**src/rtl/fsm_equiv_pkg.sv**
```systemverilog
package fsm_equiv_pkg;

  // Reference machine state encoding (three states, 0 and 2 are equivalent)
  typedef enum logic [1:0] {
    REF_S0 = 2'd0,
    REF_S1 = 2'd1,
    REF_S2 = 2'd2
  } refState_t;

  // Implementation machine state encoding (two states)
  typedef enum logic {
    IMP_S0 = 1'b0,
    IMP_S1 = 1'b1
  } impState_t;

  // Fault codes for the implementation machine
  localparam logic [1:0] FAULT_NONE    = 2'd0;
  localparam logic [1:0] FAULT_OUT11   = 2'd1;
  localparam logic [1:0] FAULT_GO_S1   = 2'd2;
  localparam logic [1:0] FAULT_STAY_S1 = 2'd3;

  // Strobes from control to datapath
  typedef struct packed {
    logic accept;  // input taken this edge
    logic match;   // machine outputs agree for this input
  } ctrlStrobe_t;

endpackage

```
**src/rtl/fsm_ref_machine.sv**
```systemverilog
module fsm_ref_machine
  import fsm_equiv_pkg::*;
(
  input  logic      clk,
  input  logic      rst,
  input  logic      advance,
  input  logic      inBit,
  output refState_t state,
  output logic      outBit
);

  refState_t nextState;

  always_comb begin
    nextState = REF_S0;
    outBit    = 1'b0;
    unique case (state)
      REF_S0: begin
        nextState = inBit ? REF_S1 : REF_S0;
        outBit    = 1'b0;
      end
      REF_S1: begin
        nextState = inBit ? REF_S1 : REF_S2;
        outBit    = ~inBit;
      end
      REF_S2: begin
        nextState = inBit ? REF_S1 : REF_S0;
        outBit    = 1'b0;
      end
      default: begin
        nextState = REF_S0;
        outBit    = 1'b0;
      end
    endcase
  end

  always_ff @(posedge clk) begin
    if (rst)          state <= REF_S0;
    else if (advance) state <= nextState;
  end

  // the unused encoding is never entered
  a_r2_legal_state: assert property (@(posedge clk) disable iff (rst)
    state != refState_t'(2'd3));

  // input 1 always lands in state 1
  a_r2_one_goes_s1: assert property (@(posedge clk) disable iff (rst)
    (advance && inBit) |=> (state == REF_S1));

endmodule

```
**src/rtl/fsm_impl_machine.sv**
```systemverilog
module fsm_impl_machine
  import fsm_equiv_pkg::*;
(
  input  logic       clk,
  input  logic       rst,
  input  logic       advance,
  input  logic       inBit,
  input  logic [1:0] faultSel,
  output impState_t  state,
  output logic       outBit
);

  impState_t nextState;

  always_comb begin
    nextState = IMP_S0;
    outBit    = 1'b0;
    unique case (state)
      IMP_S0: begin
        if (inBit)                         nextState = IMP_S1;
        else if (faultSel == FAULT_GO_S1)  nextState = IMP_S1;
        else                               nextState = IMP_S0;
        outBit = 1'b0;
      end
      IMP_S1: begin
        if (inBit) begin
          nextState = IMP_S1;
          outBit    = (faultSel == FAULT_OUT11);
        end else begin
          nextState = (faultSel == FAULT_STAY_S1) ? IMP_S1 : IMP_S0;
          outBit    = 1'b1;
        end
      end
      default: begin
        nextState = IMP_S0;
        outBit    = 1'b0;
      end
    endcase
  end

  always_ff @(posedge clk) begin
    if (rst)          state <= IMP_S0;
    else if (advance) state <= nextState;
  end

  // without a fault, state 0 with input 0 stays in state 0
  a_r3_s0_hold: assert property (@(posedge clk) disable iff (rst)
    (advance && !inBit && state == IMP_S0 && faultSel == FAULT_NONE)
      |=> (state == IMP_S0));

endmodule

```
**src/rtl/fsm_equiv_ctrl.sv**
```systemverilog
module fsm_equiv_ctrl
  import fsm_equiv_pkg::*;
(
  input  logic        clk,
  input  logic        rst,
  input  logic        inValid,
  input  logic        refOut,
  input  logic        impOut,
  output ctrlStrobe_t strobe,
  output logic        stepAdvance,
  output logic        errSticky
);

  always_comb begin
    strobe.accept = inValid && !errSticky;
    strobe.match  = (refOut == impOut);
    stepAdvance   = strobe.accept && strobe.match;
  end

  always_ff @(posedge clk) begin
    if (rst)                                errSticky <= 1'b0;
    else if (strobe.accept && !strobe.match) errSticky <= 1'b1;
  end

  // a mismatching accepted input raises the error
  a_r6_raise: assert property (@(posedge clk) disable iff (rst)
    (inValid && !errSticky && refOut != impOut) |=> errSticky);

  // the error is sticky
  a_r7_sticky: assert property (@(posedge clk) disable iff (rst)
    errSticky |=> errSticky);

endmodule

```
**src/rtl/fsm_equiv_datapath.sv**
```systemverilog
module fsm_equiv_datapath
  import fsm_equiv_pkg::*;
#(
  parameter int TRACE_DEPTH = 16,
  localparam int LEN_W = $clog2(TRACE_DEPTH + 1),
  localparam int IDX_W = (TRACE_DEPTH > 1) ? $clog2(TRACE_DEPTH) : 1
) (
  input  logic                   clk,
  input  logic                   rst,
  input  ctrlStrobe_t            strobe,
  input  logic                   inBit,
  output logic                   stepEqual,
  output logic [TRACE_DEPTH-1:0] traceBits,
  output logic [LEN_W-1:0]       traceLen,
  output logic                   traceOverflow
);

  localparam logic [LEN_W-1:0] LEN_FULL = LEN_W'(TRACE_DEPTH);

  logic              hasRoom;
  logic [IDX_W-1:0]  wrIdx;

  assign hasRoom = (traceLen < LEN_FULL);
  assign wrIdx   = traceLen[IDX_W-1:0];

  always_ff @(posedge clk) begin
    if (rst) begin
      stepEqual     <= 1'b1;
      traceBits     <= '0;
      traceLen      <= '0;
      traceOverflow <= 1'b0;
    end else if (strobe.accept) begin
      stepEqual <= strobe.match;
      if (hasRoom) begin
        traceBits[wrIdx] <= inBit;
        traceLen         <= traceLen + LEN_W'(1);
      end else begin
        traceOverflow <= 1'b1;
      end
    end
  end

  // length never passes the buffer depth
  a_r9_no_overflow: assert property (@(posedge clk) disable iff (rst)
    traceLen <= LEN_FULL);

  // overflow only with a full buffer
  a_r9_ovf_full: assert property (@(posedge clk) disable iff (rst)
    traceOverflow |-> (traceLen == LEN_FULL));

  // no accepted input leaves the trace untouched
  a_r4_idle_hold: assert property (@(posedge clk) disable iff (rst)
    !strobe.accept |=> ($stable(traceLen) && $stable(traceBits)));

endmodule

```
**src/rtl/fsm_equiv_monitor.sv**
```systemverilog
module fsm_equiv_monitor
  import fsm_equiv_pkg::*;
#(
  parameter int TRACE_DEPTH = 16,
  localparam int LEN_W = $clog2(TRACE_DEPTH + 1)
) (
  input  logic                   clk,
  input  logic                   rst,
  input  logic                   inBit,
  input  logic                   inValid,
  input  logic [1:0]             faultSel,
  output logic                   stepEqual,
  output logic                   errSticky,
  output logic [2:0]             pairState,
  output logic [TRACE_DEPTH-1:0] traceBits,
  output logic [LEN_W-1:0]       traceLen,
  output logic                   traceOverflow
);

  ctrlStrobe_t strobe;
  logic        stepAdvance;
  logic        refOut;
  logic        impOut;
  refState_t   refState;
  impState_t   impState;

  fsm_ref_machine u_ref (
    .clk     (clk),
    .rst     (rst),
    .advance (stepAdvance),
    .inBit   (inBit),
    .state   (refState),
    .outBit  (refOut)
  );

  fsm_impl_machine u_imp (
    .clk      (clk),
    .rst      (rst),
    .advance  (stepAdvance),
    .inBit    (inBit),
    .faultSel (faultSel),
    .state    (impState),
    .outBit   (impOut)
  );

  fsm_equiv_ctrl u_ctrl (
    .clk         (clk),
    .rst         (rst),
    .inValid     (inValid),
    .refOut      (refOut),
    .impOut      (impOut),
    .strobe      (strobe),
    .stepAdvance (stepAdvance),
    .errSticky   (errSticky)
  );

  fsm_equiv_datapath #(.TRACE_DEPTH(TRACE_DEPTH)) u_dp (
    .clk           (clk),
    .rst           (rst),
    .strobe        (strobe),
    .inBit         (inBit),
    .stepEqual     (stepEqual),
    .traceBits     (traceBits),
    .traceLen      (traceLen),
    .traceOverflow (traceOverflow)
  );

  assign pairState = {refState, impState};

  // after an error the pair state is frozen
  a_r7_frozen: assert property (@(posedge clk) disable iff (rst)
    errSticky |=> $stable(pairState));

  // equality bit and error flag never disagree after an error
  a_r6_eq_low: assert property (@(posedge clk) disable iff (rst)
    $rose(errSticky) |-> !stepEqual);

endmodule

```
**config.mk**
```make
export PLATFORM = sky130hd
export DESIGN_NAME = fsm_equiv_monitor
export DESIGN_NICKNAME = d
export VERILOG_FILES = /design/src/rtl/fsm_equiv_pkg.sv /design/src/rtl/fsm_ref_machine.sv /design/src/rtl/fsm_impl_machine.sv /design/src/rtl/fsm_equiv_ctrl.sv /design/src/rtl/fsm_equiv_datapath.sv /design/src/rtl/fsm_equiv_monitor.sv
export SDC_FILE = /design/constraint.sdc
export NUM_CORES = 1
export LEC_CHECK = 0
export ABC_CLOCK_PERIOD_IN_PS = 1600
export CORE_ASPECT_RATIO = 1.75
export CORE_MARGIN = 2
export CORE_UTILIZATION = 45
export CTS_CLUSTER_DIAMETER = 40
export DETAILED_ROUTE_END_ITERATION = 8
export DONT_BUFFER_PORTS = 1
export GPL_ROUTABILITY_DRIVEN = 0
export HOLD_SLACK_MARGIN = 0.08
export PLACE_DENSITY = 0.66
export SYNTH_ARGS = -nofsm -noshare
export SYNTH_HDL_FRONTEND = slang
export SYNTH_SLANG_ARGS = --single-unit
```
**constraint.sdc**
```tcl
create_clock -name clk -period 1.6 [get_ports clk]
set_input_delay 0.32 -clock clk [delete_from_list [all_inputs] [get_ports clk]]
set_output_delay 0.32 -clock clk [all_outputs]
set_load 0.05 [all_outputs]
```
Yosys cells after proc, flatten, opt, wreduce, memory -nomap -nowiden
Cells that the tools add are included.
Widths: inputs -> output; s select.

storage, ports and cells
  register bits = 27
  bits of input ports = 6

cells by class
  add/subtract/negate cells = 1
  magnitude comparators = 3
  equality and inequality tests = 6
  mux-type cells = 14
  bitwise logic cells = 3
  reductions and logical operators = 10

operators by type and width
  kind                 count
  $bwmux 16            1
  $mux 1               8
  $eq 2x2->1 const B   3
  $add 5x1->5 const B  1
  $lt 4x5->1 const B   1
  $lt 5x5->1 const B   1
  $demux 1 s4          1
  $eq 2x1->1 const B   2
  $ge 4x1->1 const B   1
  $logic_and 1x1->1    4
  $pmux 1 s2           2
  $pmux 2 s2           1
  $reduce_and 2->1     2
  $not 1->1            3
  $logic_not 1->1      2
  $logic_not 2->1      1
  $mux 2               1
  $reduce_or 2->1      1
  $eq 1x1->1           1

Depth between registers and ports, before layout
Gate-level depths: netlist of run 1.

  depth in word-level cells = 6
  gate-level depth with buffers = 5

Modules after synthesis
From an unflattened synthesis of run 1, not the netlist that was laid out.

second synthesis, totals
  cell total of the unflattened synthesis = 134
  area, all modules = 1,318.8 µm²

by module, submodules not included
  module              times used  cells an instance  area each (µm²)
  fsm_equiv_datapath  1           107                1,086.0
  fsm_ref_machine     1           11                 90.1
  fsm_impl_machine    1           8                  70.1
  fsm_equiv_ctrl      1           7                  65.1
  fsm_equiv_monitor   1           1                  7.5

Least setup slack after synthesis of run 1
No wires, ideal clock.

  path kind = reg-to-reg
  from = register u_ref.state[0]
  to = register u_dp.stepEqual
  arrival = 1.586 ns
  data required time = 1.480 ns
  slack = -0.106 ns
  stages on the path, launching flop included = 5
  path buffers = 0
  period minus slack after synthesis = 1.706 ns
  cells stage by stage = dfxtp_1 or4b_4 o211ai_2 nor2_2 a211o_1

on the way
  longest elaborated chain between the ends = 3

RTL lines
  element                 line                      source
  from (decl)             fsm_ref_machine.sv:8      output refState_t state,
  from (signal assigned)  fsm_ref_machine.sv:39     else if (advance) state <= nextState;
  $eq 2x1->1              fsm_ref_machine.sv:17     unique case (state)
  $mux 1                  fsm_ref_machine.sv:17
  $eq 1x1->1              fsm_equiv_ctrl.sv:16      strobe.match = (refOut == impOut);
  to (signal assigned)    fsm_equiv_datapath.sv:33  stepEqual <= strobe.match;
  to (decl)               fsm_equiv_datapath.sv:12  output logic stepEqual,

Every way passes these cells.
A chain may end at the register's enable or synchronous reset.

Worst setup path after layout of run 1
  from = register u_imp.state
  to = register u_dp.stepEqual

on the way
  longest elaborated chain between the ends = 3

RTL lines
  element                 line                    source
  from (decl)             fsm_impl_machine.sv:9   output impState_t state,
  from (signal assigned)  fsm_impl_machine.sv:43  else if (advance) state <= nextState;
  $not 1->1               fsm_impl_machine.sv:18  unique case (state)
  $pmux 1 s2 (*)          fsm_impl_machine.sv:18
  $eq 1x1->1 (*)          fsm_equiv_ctrl.sv:16

Mark *: on every way between the ends. The rest lies on a longest branch, timed or not.

==> out/metrics.cfg, run 1 <==
[worst_hold_path]
worstHoldPathCells = 1
min-delay-path-class = in2reg
min-delay-start = rst
whs_endpoint = u_ref.state[0]

[grt]
vias_in_the_first_global_route = 880
grt_pass1_wl_um = 3730
track_usage_pct = 15.3
globalRoute.totalOverflow = 0
grt_max_degree = 28
antenna_found_initial = 0

[floorplanning]
die_w_um = 43.3
floorplan.rows = 24
die_height_um = 72.7
start_util_pct = 48.1
placeableCoreArea_sq_um = 2520
num_io_pins = 33
floorplan.die_area_sq_um = 3140

[timing]
period_needed_ps = 1400
hold_violations = 0
fmax_mhz = 715
final_count_of_pins_violating_max_slew = 0
timing.max_slew.rel_slack_pct = 64.7
transition_time_at_the_pin_with_the_least_slew_margin_ps = 528
worst_clock_skew_ps = 5.75
post-route-period-util_pct = 87.4
rsz0062_at_grt = no
final_setup_vio_count = 0
setup_total_negative_slack_ps = 0

[routing]
detail_route.wl_per_cell_um = 14.1
vias_per_cell = 5.75
detail_route.iter0.violations = 15
vias = 949
drt_pre_antenna_iters = 4
drt_wl_total_um = 2330
drc = 0
drtAntennaViolNets = 0

[cts]
clk_path_buf_depth = 2
post_cts.repair.setup_buffers = 0
cts_made_buffers = 3
cts.clk_slew.worst_paths_ps = 90
clkSinkCount = 27
post_cts_resize_count = 0
tritoncts_clock_tree = yes
count_of_hold_buffers_inserted_by_post_cts_repair = 0
ctsHtreeMaxLevel = 1
clockRootBuffer = clkbuf_8
clock_insertion_delay_worst_skew_ps = 270

[setup_path]
critPathKind = reg2reg
cp-start-kind = flip-flop
reg2reg_depth = 4
regToRegSetupSlack_ps = 200
data_arrival_critical_path_ps = 1560
worstSetupStartpoint = u_imp.state
cp.required_ps = 1770
critPathCaptureType = flip-flop
critPathMaxFanout = 6
critical_path.reg2reg.startpoint = u_imp.state
worstReg2RegEnd = u_dp.stepEqual

[cells_and_area]
nFillCells = 253
ff_latch_area_sq_um = 542
area_delta_synth_final_pct = 9.90
nets = 150
multi_input_area_sq_um = 621
antenna_cells = 0
final_util_pct = 52.9
layout-drive-gt1-share_pct = 14.4

[logic_synthesis]
dominantRegCellSynth = dfxtp_1
post_synth_inst_count = 134
ys_warn_count = 0
synth_xor_xnor_area_share_pct = 2.16
synth_cell_type_count = 28
synth-seq-cells = 27
syn_area_per_cell_sq_um = 9.06
dominant_combinational_cell_family_by_area_after_synthesis = simple AND/OR/NAND/NOR gates
synth_adder_area_share_pct = 4.12
mappedNetlistArea_sq_um = 1210
synth_fp_nets = 144
muxShareOfSynthArea_pct = 13.2
synthesized_area_fraction_occupied_by_ao_oa_aoi_and_oai_cells_pct = 7.01
post_synth_and_or_nand_nor_area_fraction_pct = 24.6
synth_seq_area_share_pct = 44.5
asyncSetResetFlopFracSynth_pct = 0
number_of_enable_type_register_cells_in_the_synthesized_netlist = 0

[pwr]
vdd_drop_max_uv = 575
p_per_area_nw_per_um2 = 969
leakagePower_nw = 0.613

[outcome]
status = completed

[placement]
place.port_buffers = 0
dp_hpwl_um = 1740

[flow_run]
maxCapViolations = 0

-- area by class of cell --
type | instances | area share [%]
multi-input combinational | 95 | 46.5
clock inverter | 1 | 0.563
inverter | 2 | 0.563
clock buffer | 3 | 3.10
sequential | 27 | 40.6
timing repair buffer | 11 | 6.19
tap | 26 | 2.44
-- through the flow --
stage	worst slack [ps]	hold slack, ps	power, mW	std cells	instance area, sq um
final	202	108	1.29	165	1330
after global routing	159	98.8	1.34	165	1330
after CTS	194	98.0	1.31	165	1330
after detailed placement	194	393	0.924	161	1280
after global placement	218	389	0.921	161	1280
after floorplan	10.8	461	0.901	134	1210
-- layout by cell type (no fill, tap or decap), drive strengths merged --
cell type and count:
o211ai 1, nor3b 1, nand2b 3, dfxtp 27, and4 1, a211oi 1
a211o 1, nor2b 3, o21ai 1, xnor2 1, nor2 28, nand3 12
and2b 1, ha 4, nand4 5, inv 2, clkinvlp 1, mux2i 16
o21bai 1, or4b 1, a21oi 7, buf 11, a2bb2oi 1, nand4b 1
clkbuf 3, xor2 2, nand2 3
-- worst max-delay path, cell delays in order, from the launching register on --
cell and delay [ps]:
dfxtp_1 360, or4b_4 490, o211ai_2 120, nor2_2 60, a211o_1 260
-- synthesized netlist by cell type (all sizes together), types with 2 or more instances --
master  count  area, sq um
a21oi       7         35.0
dfxtp      27          541
nor2b       3         18.8
clkbuf      6         22.5
nand4       5         31.3
mux2i      16          160
ha          4         50.1
nand2b      3         18.8
nor2       28          108
nand2       3         11.3
inv         2         7.51
nand3      12         60.1
buf         4         22.5
xor2        2         17.5
-- where the power goes --
group	leakage, nW	internal (mW)	switching [mW]
clock network	0.0217	0.176	0.207
logic	0.372	0.0634	0.110
registers	0.219	0.691	0.0441
total	0.613	0.931	0.361
-- registers in the layout, summed over array words and instances, names as in the netlist --
name,cells
u_dp.traceOverflow,1
u_dp.stepEqual,1
u_dp.traceLen,5
u_ctrl.errSticky,1
u_dp.traceBits,16
u_imp.state,1
u_ref.state,2
-- kinds of logic (layout without fill, tap and decap cells) --
logic type / Yosys count / count (layout)
AND/OR/NAND/NOR: 59 / 59
flip-flops: 27 / 27
buffers and inverters: 12 / 17
multiplexers: 16 / 16
XOR/XNOR: 3 / 3
AO/OA/AOI/OAI: 13 / 13
adder cells (fa/ha/maj): 4 / 4
-- routing by layer --
| layer | share of wire, % | wire, um | track usage, % |
|---|---|---|---|
| met1 | 37 | 863 | 15.5 |
| met4 | 1.7 | 40 | 6.06 |
| met5 | 0 | 0 | 0 |
| met3 | 7.7 | 179 | 3.96 |
| met2 | 53 | 1240 | 28.7 |
-- worst max path at each step --
stage,cells past startpoint,end
floorplan,4,u_dp.stepEqual
global placement,4,u_dp.stepEqual
detailed placement,4,u_dp.stepEqual
CTS,1,traceLen[2]
global route,1,traceLen[2]
finish,4,u_dp.stepEqual
No activity file was read; power rests on OpenSTA's default activity.
==> run 2, diff against run 1 <==
--- a/config.mk
+++ b/config.mk
@@ -6,15 +6,14 @@
 export NUM_CORES = 1
 export LEC_CHECK = 0
 export ABC_CLOCK_PERIOD_IN_PS = 1600
-export CORE_ASPECT_RATIO = 1.75
-export CORE_MARGIN = 2
-export CORE_UTILIZATION = 45
+export CORE_UTILIZATION = 55
 export CTS_CLUSTER_DIAMETER = 40
 export DETAILED_ROUTE_END_ITERATION = 8
 export DONT_BUFFER_PORTS = 1
 export GPL_ROUTABILITY_DRIVEN = 0
 export HOLD_SLACK_MARGIN = 0.08
-export PLACE_DENSITY = 0.66
+export PLACE_DENSITY = 0.76
+export SLEW_MARGIN = 20
 export SYNTH_ARGS = -nofsm -noshare
 export SYNTH_HDL_FRONTEND = slang
 export SYNTH_SLANG_ARGS = --single-unit
==> run 2 against run 1 <==
Against the previous run:
- core utilization grew 13 points
- cell count grew 1.8%
- critical path depth shrank 2
- power shrank 4.5%
- wire length grew 8.2%
- clock power shrank 22%
- sequential power is essentially flat
- clock-buffer cell count is the same
- largest power group unchanged
- clock skew grew 3.0 ps
- first-iteration DRC count shrank 20%
- sequential share of layout area is the same
- die area shrank 24%
==> out/metrics.cfg, run 2 (synthesis gave the netlist of run 1 again) <==
[outcome]
status = completed

[pwr]
sw_frac_of_total_pct = 30.6
share_seq_of_total_power_pct = 59.3
leakagePower_nw = 0.614
p_per_area_nw_per_um2 = 925
power_frac_comb_pct = 16.3
power.internal_mw = 0.856
vdd_drop_max_uv = 551
power.net_switching_mw = 0.377
pwr-share-clk_pct = 24.3

[grt]
vias_in_the_first_global_route = 893
grt_max_degree = 28
globalRoute.totalOverflow = 0
antenna_found_initial = 0
track_usage_pct = 22.8
grt_pass1_wl_um = 4110

[cells_and_area]
most-common-layout-cells = 27 x nor2_1, 26 x dfxtp_1, 16 x mux2i_1, 12 x nand3_1, 12 x buf_4
layout-drive-gt1-share_pct = 14.9
nets = 152
largest_register = u_dp.traceBits
final_common_cell = nor2_1
antenna_cells = 0
area_delta_synth_final_pct = 9.90
post-route-cell-area_sq_um = 1330
final_util_pct = 66.0
largestRegisters = u_dp.traceBits x16, u_dp.traceLen x5, u_ref.state x2
largest_register_ff_count = 16

[setup_path]
critical_path.reg2reg.startpoint = u_ref.state[1]
critPathCaptureType = primary output
critPathKind = reg2out
regToRegSetupSlack_ps = 160
data_arrival_critical_path_ps = 1180
cp-start-kind = flip-flop
critPathMaxFanout = 7
worstSetupStartpoint = u_dp.traceLen[2]
cp.required_ps = 1280

[floorplanning]
floorplan.rows = 16
die_height_um = 49.0
num_io_pins = 33
start_util_pct = 60.0
floorplan.die_area_sq_um = 2400
placeableCoreArea_sq_um = 2020
die_w_um = 49.0

[routing]
drc = 0
vias = 950
drt_wl_total_um = 2520
detail_route.iter0.violations = 12
vias_per_cell = 5.65
drt_pre_antenna_iters = 4
detail_route.wl_per_cell_um = 15.0
drtAntennaViolNets = 0

[timing]
period_needed_ps = 1500
worst_clock_skew_ps = 8.74
setup_total_negative_slack_ps = 0
whs_ps = 125
timing.final.ws_setup_ps = 102
hold_violations = 0
post-route-period-util_pct = 93.6
transition_time_at_the_pin_with_the_least_slew_margin_ps = 945
timing.max_slew.rel_slack_pct = 36.8
final_setup_vio_count = 0
final_count_of_pins_violating_max_slew = 0
rsz0062_at_grt = no
fmax_mhz = 668

[placement]
place.port_buffers = 0
preCtsSetupSlack_ps = 170
dp_hpwl_um = 1800
placedInstanceArea_sq_um = 1290

[worst_hold_path]
min-delay-path-class = in2reg
min-delay-start = inBit

[cts]
clk_path_buf_depth = 2
post_cts_resize_count = 0
cts_made_buffers = 3
tritoncts_clock_tree = yes
clockRootBuffer = clkbuf_4
count_of_hold_buffers_inserted_by_post_cts_repair = 1
post_cts.repair.setup_buffers = 0
ctsHtreeMaxLevel = 1
clock_insertion_delay_worst_skew_ps = 330
clkSinkCount = 27
cts.clk_slew.worst_paths_ps = 150

[flow_run]
maxCapViolations = 0

==> run 2: worst max-delay path, stage by stage (launching register included) <==
cell and delay [ps]:
dfxtp_1 470, buf_4 180, buf_4 190
==> run 2: per-layer routing <==
| metal | wire length, um | track usage [%] |
|---|---|---|
| met5 | 0 | 0 |
| met4 | 36 | 10.3 |
| met3 | 154 | 5.30 |
| met2 | 1200 | 37.5 |
| met1 | 1130 | 28.3 |
==> run 2: cell type report <==
cell class / count / area (sq um)
inverters: 2 / 7.51
well taps: 27 / 33.8
flip-flops and latches: 27 / 542
fillers: 171 / 688
repair buffers: 13 / 100
clock buffers: 3 / 22.5
clock inverters: 1 / 7.51
multi-input cells: 95 / 621
==> run 2: worst paths after layout <==
check / to / depth (start not counted)
hold reg to reg: u_ref.state[0] / 3
hold / removal: u_ref.state[0] / 2
setup / recovery: traceLen[2] / 2
setup reg to reg: u_dp.stepEqual / 4
==> run 2: power by group through the flow <==
stage | Sequential (mW) | Combinational, mW | Clock, mW
6_report | 0.732 | 0.202 | 0.300
3_5_place_dp | 0.746 | 0.187 | 0
5_1_grt | 0.735 | 0.215 | 0.341
2_1_floorplan | 0.783 | 0.118 | 0
4_1_cts | 0.732 | 0.200 | 0.310
3_3_place_gp | 0.745 | 0.179 | 0
==> run 2: metrics by stage <==
stage / instances / power, mW
floorplan: 134 / 0.901
global placement: 163 / 0.924
detailed placement: 163 / 0.933
CTS: 168 / 1.24
global route: 168 / 1.29
finish: 168 / 1.23
==> run 3, diff against run 2 <==
--- a/config.mk
+++ b/config.mk
@@ -5,7 +5,9 @@
 export SDC_FILE = /design/constraint.sdc
 export NUM_CORES = 1
 export LEC_CHECK = 0
+export ABC_AREA = 1
 export ABC_CLOCK_PERIOD_IN_PS = 1600
+export CORE_ASPECT_RATIO = 1.75
 export CORE_UTILIZATION = 55
 export CTS_CLUSTER_DIAMETER = 40
 export DETAILED_ROUTE_END_ITERATION = 8
==> run 3 against run 2 <==
Against the previous run:
- final area rose by 2.5%
- core utilization down 1.4 points
- sequential power up 2%
- maximum frequency is 12% higher
==> out/metrics.cfg, run 3 <==
[outcome]
status = completed

[setup_path]
critPathKind = reg2out
cp-start-kind = flip-flop
cp.required_ps = 1280
critical_path.reg2reg.startpoint = u_dp.traceLen[0]
worstSetupStartpoint = u_dp.traceBits[12]
data_arrival_critical_path_ps = 1020
reg2reg_depth = 7
worstReg2RegEnd = u_dp.traceBits[0]
critPathCaptureType = primary output
critPathMaxFanout = 2
regToRegSetupSlack_ps = 280

[pwr]
p_per_area_nw_per_um2 = 940
share_seq_of_total_power_pct = 57.9
power_frac_comb_pct = 18.7
power.internal_mw = 0.863
sw_frac_of_total_pct = 32.9
power.net_switching_mw = 0.422
leakagePower_nw = 0.588
pwr-share-clk_pct = 23.4
vdd_drop_max_uv = 679

[placement]
preCtsSetupSlack_ps = 313
place.port_buffers = 0
placedInstanceArea_sq_um = 1320
dp_hpwl_um = 2060
dp_cells = 200

[timing]
transition_time_at_the_pin_with_the_least_slew_margin_ps = 543
whs_ps = 121
timing.final.ws_setup_ps = 260
hold_violations = 0
post-route-period-util_pct = 83.7
period_needed_ps = 1340
rsz0062_at_grt = no
setup_total_negative_slack_ps = 0
final_count_of_pins_violating_max_slew = 0
timing.max_slew.rel_slack_pct = 63.8
fmax_mhz = 746
worst_clock_skew_ps = 2.45
final_setup_vio_count = 0

[logic_synthesis]
synth.top_cells.by_area = dfxtp_1 43%, nand2_1 7.8%, nor2_1 7.5%
asyncSetResetFlopFracSynth_pct = 0
post_synth_inst_count = 172
mappedNetlistArea_sq_um = 1250
synth_most_common_cell = dfxtp_1
synth_fp_nets = 182
dominantRegCellSynth = dfxtp_1
synth_cell_type_count = 25
synth-seq-cells = 27
syn_area_per_cell_sq_um = 7.25
synth_seq_area_share_pct = 43.3
synth_area_leader_cell = dfxtp_1
ys_warn_count = 0
number_of_enable_type_register_cells_in_the_synthesized_netlist = 0
netlist_top_cells_count = 27 x dfxtp_1, 26 x nand2_1, 25 x nor2_1
synth.top_cell.area_share_pct = 43.3

[routing]
drtAntennaViolNets = 0
vias = 1168
detail_route.iter0.violations = 44
drc = 0
drt_wl_total_um = 2710
vias_per_cell = 5.67
drt_pre_antenna_iters = 5
detail_route.wl_per_cell_um = 13.1

[cells_and_area]
post-route-cell-area_sq_um = 1370
final-instance-count-excl-fill = 206
multi_input_area_sq_um = 592
final_common_cell = dfxtp_1
ff_latch_area_sq_um = 541
largest_register_ff_count = 16
antenna_cells = 0
largestRegisters = u_dp.traceBits x16, u_dp.traceLen x5, u_ref.state x2
area_delta_synth_final_pct = 9.63
layout-drive-gt1-share_pct = 12.6
nets = 193
most-common-layout-cells = 27 x dfxtp_1, 26 x nand2_1, 25 x nor2_1
largest_register = u_dp.traceBits
nFillCells = 182

[cts]
clk_path_buf_depth = 2
post_cts_resize_count = 0
clkSinkCount = 27
cts.clk_slew.worst_paths_ps = 140
tritoncts_clock_tree = yes
ctsHtreeMaxLevel = 1
clock_insertion_delay_worst_skew_ps = 330
cts_made_buffers = 3
clockRootBuffer = clkbuf_4

[floorplanning]
num_io_pins = 33
start_util_pct = 58.9
floorplan.rows = 22
placeableCoreArea_sq_um = 2120
floorplan.die_area_sq_um = 2470
die_w_um = 38
die_height_um = 65

[grt]
grt_max_degree = 18
grt_pass1_wl_um = 4530
globalRoute.totalOverflow = 0
vias_in_the_first_global_route = 1193
track_usage_pct = 24.8
antenna_found_initial = 0

[worst_hold_path]
whs_endpoint = u_ctrl.errSticky
min-delay-path-class = in2reg
min-delay-start = inValid
worstHoldPathCells = 2

[flow_run]
maxCapViolations = 0

==> run 3: cell families (layout without fill, tap and decap cells) <==
kind of cell	after synthesis	in the layout	synth area share, %
AOI/OAI and AO/OA	34	34	14.1
adders and majority gates	4	4	4.01
buffers and inverters	27	37	9.23
DFF	27	27	43.3
and+or+nand+nor	80	80	29.3
==> run 3: metal layers <==
metal | GRT usage, % | wire length (um)
met5 | 0 | 0
met4 | 13.4 | 78
met3 | 4.11 | 156
met2 | 47.2 | 1450
met1 | 22.7 | 1030
==> run 3: what timing repair did <==
item	4_1_cts	5_1_grt
hold endpoints to repair	8	1
hold buffers	1	1
buffers inserted	0	0
setup endpoints to repair	0	0
==> run 3: worst max path at each step <==
stage,to,slack [ps],depth (start not counted)
global route,u_dp.traceBits[0],110,7
finish,traceBits[12],260,0
detailed placement,u_dp.traceBits[0],310,7
floorplan,u_dp.traceBits[0],50,7
CTS,traceBits[12],270,0
global placement,u_dp.traceBits[0],350,7
==> run 3: area by class of cell <==
cell class	instances	share of cell area (%)
Clock buffer	3	1.65
Clock inverter	1	0.549
Inverter	21	5.86
Multi-Input combinational cell	118	43.3
Sequential cell	27	39.5
Tap cell	24	2.20
Timing Repair Buffer	12	6.95
==> run 3: power groups by stage <==
stage / logic, mW / registers (mW) / clock network [mW]
6_report: 0.240 / 0.744 / 0.301
5_1_grt: 0.266 / 0.748 / 0.319
4_1_cts: 0.238 / 0.744 / 0.301
3_5_place_dp: 0.233 / 0.759 / 0
3_3_place_gp: 0.226 / 0.758 / 0
2_1_floorplan: 0.140 / 0.806 / 0
==> run 3: stage by stage <==
stage	util [%]	total power [mW]
after floorplan	-	0.946
after detailed placement	62.2	0.991
after global placement	62.2	0.984
after global routing	64.5	1.33
final	64.5	1.28
after CTS	64.0	1.28
